[src/rtl/bscan_pkg.sv]
package bscan_pkg;

    // Operation applied to every first stage on a clock edge
    typedef enum logic [1:0] {
        OP_HOLD    = 2'd0,
        OP_CAPTURE = 2'd1,
        OP_SHIFT   = 2'd2
    } cell_op_t;

    // Which side of the core a cell stands on
    typedef enum logic {
        SIDE_INPUT  = 1'b0,
        SIDE_OUTPUT = 1'b1
    } cell_side_t;

endpackage

[src/rtl/bscan_ctl.sv]
module bscan_ctl
    import bscan_pkg::*;
(
    input  logic     capture_en,
    input  logic     shift_en,
    output cell_op_t op
);

    // Shift wins over capture; both low holds
    always_comb begin
        unique case ({shift_en, capture_en})
            2'b00:        op = OP_HOLD;
            2'b01:        op = OP_CAPTURE;
            2'b10, 2'b11: op = OP_SHIFT;
            default:      op = OP_HOLD;
        endcase
    end

endmodule

[src/rtl/bscan_cell.sv]
module bscan_cell
    import bscan_pkg::*;
(
    input  logic     clk,
    input  logic     rst_n,
    input  cell_op_t op,
    input  logic     upd_en,
    input  logic     mode,
    input  logic     par_in,
    input  logic     ser_in,
    input  logic     func_in,
    output logic     ser_out,
    output logic     drive
);

    logic stage1_q;
    logic stage2_q;

    // First stage: capture or shift path
    always_ff @(posedge clk or negedge rst_n) begin
        if (!rst_n) begin
            stage1_q <= 1'b0;
        end else begin
            unique case (op)
                OP_SHIFT:   stage1_q <= ser_in;
                OP_CAPTURE: stage1_q <= par_in;
                default:    stage1_q <= stage1_q;
            endcase
        end
    end

    // Second stage: changes only on the update strobe
    always_ff @(posedge clk or negedge rst_n) begin
        if (!rst_n) begin
            stage2_q <= 1'b0;
        end else if (upd_en) begin
            stage2_q <= stage1_q;
        end
    end

    always_comb begin
        ser_out = stage1_q;
        drive   = mode ? stage2_q : func_in;
    end

endmodule

[src/rtl/bscan_chain.sv]
module bscan_chain
    import bscan_pkg::*;
#(
    parameter int N_IN  = 4,
    parameter int N_OUT = 4
) (
    input  logic             tck,
    input  logic             trst_n,
    input  logic             capture_en,
    input  logic             shift_en,
    input  logic             update_en,
    input  logic             test_mode,
    input  logic             scan_in,
    output logic             scan_out,
    input  logic [N_IN-1:0]  pin_in,
    output logic [N_IN-1:0]  core_in,
    input  logic [N_OUT-1:0] core_out,
    output logic [N_OUT-1:0] pin_out
);

    localparam int LEN = N_IN + N_OUT;

    cell_op_t         op;
    logic [LEN-1:0]   link;      // first-stage value of each chain position
    logic [LEN-1:0]   ser_feed;  // serial input of each chain position
    logic [LEN-1:0]   par_val;   // parallel value seen by each position
    logic [LEN-1:0]   drv;       // value each position drives

    bscan_ctl u_ctl (
        .capture_en (capture_en),
        .shift_en   (shift_en),
        .op         (op)
    );

    always_comb begin
        ser_feed = {link[LEN-2:0], scan_in};
        par_val  = {core_out, pin_in};
    end

    for (genvar k = 0; k < LEN; k++) begin : g_cell
        localparam cell_side_t SIDE = (k < N_IN) ? SIDE_INPUT : SIDE_OUTPUT;
        bscan_cell u_cell (
            .clk     (tck),
            .rst_n   (trst_n),
            .op      (op),
            .upd_en  (update_en),
            .mode    (test_mode),
            .par_in  (par_val[k]),
            .ser_in  (ser_feed[k]),
            .func_in (par_val[k]),
            .ser_out (link[k]),
            .drive   (drv[k])
        );
        if (SIDE == SIDE_INPUT) begin : g_in
            assign core_in[k] = drv[k];
        end else begin : g_out
            assign pin_out[k-N_IN] = drv[k];
        end
    end

    assign scan_out = link[LEN-1];

endmodule

[config.mk]
export PLATFORM = sky130hd
export DESIGN_NAME = bscan_chain
export DESIGN_NICKNAME = d
export VERILOG_FILES = /design/src/rtl/bscan_pkg.sv /design/src/rtl/bscan_ctl.sv /design/src/rtl/bscan_cell.sv /design/src/rtl/bscan_chain.sv
export SDC_FILE = /design/constraint.sdc
export NUM_CORES = 1
export LEC_CHECK = 0
export BUFFER_PORTS_ARGS = -buffer_cell sky130_fd_sc_hd__clkbuf_2
export CAP_MARGIN = 20
export CELL_PAD_IN_SITES_DETAIL_PLACEMENT = 1
export CELL_PAD_IN_SITES_GLOBAL_PLACEMENT = 2
export CORE_MARGIN = 1.5
export CORE_UTILIZATION = 36
export DETAILED_ROUTE_END_ITERATION = 8
export HOLD_SLACK_MARGIN = 0.15
export PLACE_DENSITY_LB_ADDON = 0.08
export SLEW_MARGIN = 10
export SYNTH_ARGS = -nofsm -noshare
export SYNTH_HDL_FRONTEND = slang
export SYNTH_SLANG_ARGS = --single-unit
[constraint.sdc]
create_clock -name tck -period 1.37 [get_ports tck]
set_input_delay 0.0685 -clock tck [delete_from_list [all_inputs] [get_ports tck]]
set_output_delay 0.0685 -clock tck [all_outputs]
set_load 0.005 [all_outputs]
==> results.json <==
{
  "regArea_um2": 400,
  "wl_per_cell_um": 13.7,
  "numPortBuffers": 23,
  "syn-num-nets": 83,
  "antennaDiodeCount": 0,
  "rsz0062_at_grt": "false",
  "place.gp.congestion": 0.623,
  "max_stage_delay_ns": 0.53,
  "synth_area_leaders": "dfrtp_1 45%, mux2_4 27%, mux2i_1 8.9%, buf_4 6.7%, buf_6 5.0%",
  "worstReg2RegStart": "g_cell[0].u_cell.ser_out$_DFFE_PN0P_",
  "multi_input_area_um2": 390,
  "firstDrtPassIters": 1,
  "rrSetupSlack_ns": 0.48,
  "place_area_um2": 941,
  "root_buffer": "clkbuf_4",
  "cp.arrival_ns": 1.09,
  "layout_common_cells": "23 x clkbuf_2, 16 x mux2_4, 16 x dfrtp_1",
  "track_usage_pct": 15.0,
  "worstMarginPinSlew_ns": 0.419,
  "path_max_fanout": 2,
  "r2r-end": "g_cell[0].u_cell.stage2_q$_DFFE_PN0P_",
  "synthCells": 68,
  "clkTransAtPathRegs_ns": 0.10,
  "path_common_cell": "clkbuf_2",
  "relSlewSlack_pct": 72.1,
  "grt_pass1_wl_um": 2810,
  "rows": 17,
  "critical_path.top_delay_family": "buffers and inverters",
  "grt_max_degree": 17,
  "crit_buf_inv": 3,
  "synth_area_leader_cell": "dfrtp_1",
  "fin_nets": 109,
  "worstPathRequired_ns": 1.30,
  "clockBufferDepth": 2,
  "wl_um": 1660,
  "path_class": "input pin to primary output",
  "ios": 24,
  "fmax_mhz": 861,
  "yosysSeqAreaShare_pct": 44.7,
  "layout_commonest_cell": "clkbuf_2",
  "ys_types": 7,
  "period_minus_slack_ns": 1.16,
  "drive_above_1_share_pct": 47.3,
  "whs_path_depth": 3,
  "clock_skew_ns": 0.00125,
  "start_kind": "input pin",
  "hp-class": "input pin to flip-flop",
  "ant_nets": 0,
  "final_area_um2": 1070,
  "die_w_um": 52.9,
  "outcome": "complete, no violations",
  "finalHoldViolations": 0,
  "vias": 569,
  "drc": 0,
  "power_mw": 1.18,
  "hold_path_end": "g_cell[0].u_cell.ser_out$_DFFE_PN0P_",
  "chipHeight_um": 52.9,
  "yosys_warnings": 0,
  "cts_tree": "built",
  "cts_buffers": 3,
  "fillCellCount": 252,
  "ctsResizeCount": 0,
  "cts_num_sinks": 16,
  "fin_crit_sh_pct": 84.7,
  "r2r_cells": 2,
  "synthesis.area_um2": 896,
  "drt_iter0_drc": 0,
  "viasPerCell": 4.70,
  "synth-seq-cells": 16,
  "tns_ns": 0,
  "setup_viol": 0,
  "initial_core_util_pct": 39.4,
  "antenna_found_initial": 0,
  "ctsHtreeMaxLevel": 1,
  "die_area_um2": 2800,
  "power_density_nw_per_um2": 1100,
  "cp_num_cells": 4,
  "vdd_drop_max_uv": 443,
  "syn_area_per_cell_um2": 13.2,
  "design.core.area_um2": 2280,
  "hpwl_um": 1080,
  "worst_path_max_delay_cell": "dlygate4sd3_1",
  "grt_overflow": 0,
  "first_global_vias": 569,
  "cellLeakagePower_nw": 0.561,
  "syn_to_final_growth_pct": 20.0,
  "critPathCaptureType": "primary output",
  "crit_chain": "dlygate4sd3_1 -> clkbuf_2 -> mux2_4 -> clkbuf_2",
  "netlist.area_leader.share_pct": 44.7,
  "insertion_delay_ns": 0.29,
  "worstHoldStart": "pin_in[0]",
  "drv_cap": 0,
  "final_max_slew_viol_count": 0
}
## registers in the layout, summed over array words and instances, names as in the netlist
register                cells
g_cell.u_cell.ser_out       8
g_cell.u_cell.stage2_q      8
## cells by family (layout without fill, tap and decap cells)
| kind of cell | count (synthesis) | count (layout) | share of synthesized area [%] |
|---|---|---|---|
| simple gates | 8 | 8 | 3.35 |
| flops | 16 | 16 | 44.7 |
| buf+inv | 12 | 37 | 11.7 |
| mux | 24 | 24 | 35.8 |
| compound gates | 8 | 8 | 4.47 |
## worst register-to-register path, cell delays in order, from the launching register on
cell,delay [ns]
dfrtp_1,0.40
buf_4,0.14
mux2_4,0.25
## synth_stat cells (all sizes together)
cell type,number
buf,12
dfrtp,16
mux2,16
mux2i,8
nand2,8
o21ai,8
## worst max path at each step
stage | end | from | slack (ns)
6_report | pin_out[2] | core_out[2] | 0.21
3_5_place_dp | pin_out[2] | test_mode | 0.46
2_1_floorplan | core_in[0] | g_cell[0].u_cell.stage2_q$_DFFE_PN0P_ | 0.58
5_1_grt | pin_out[2] | core_out[2] | 0.16
3_3_place_gp | core_in[2] | test_mode | 0.49
4_1_cts | g_cell[0].u_cell.ser_out$_DFFE_PN0P_ | g_cell[0].u_cell.ser_out$_DFFE_PN0P_ | 0.10
## per-layer routing
metal | global-route usage [%] | share of wire (%) | vias to the layer above
met1 | 19.4 | 48 | 272
li1 | - | - | 275
met3 | 4.24 | 4.3 | 4
met4 | 7.69 | 2.2 | 0
met5 | 0 | 0 | -
met2 | 22.7 | 46 | 18
## area by class of cell
type | count | area share [%]
Sequential cell | 16 | 37.3
Clock buffer | 4 | 3.38
Timing Repair Buffer | 33 | 19.8
Tap cell | 28 | 3.26
Multi-Input combinational cell | 40 | 36.3
## timing repair
item                                   4_1_cts  5_1_grt
setup endpoints to repair                    0        1
setup buffers                                0        1
hold buffers                                10        0
endpoints found under the hold margin       24        0
## where the power goes
group / total, mW / switching (mW) / internal, mW
Sequential: 0.584 / 0.0438 / 0.540
Clock: 0.320 / 0.158 / 0.162
Combinational: 0.279 / 0.0981 / 0.181
Total: 1.18 / 0.300 / 0.882
## stage by stage
step,instances,utilization (%),hold slack [ns],worst slack (ns)
floorplan,68,-,-0.227,0.577
global placement,107,41.3,0.0263,0.490
detailed placement,107,41.3,0.0225,0.461
CTS,121,47.3,0.181,0.101
global route,121,47.2,0.196,0.163
finish,121,47.2,0.0981,0.209
Power figures use the tool's default switching activity.
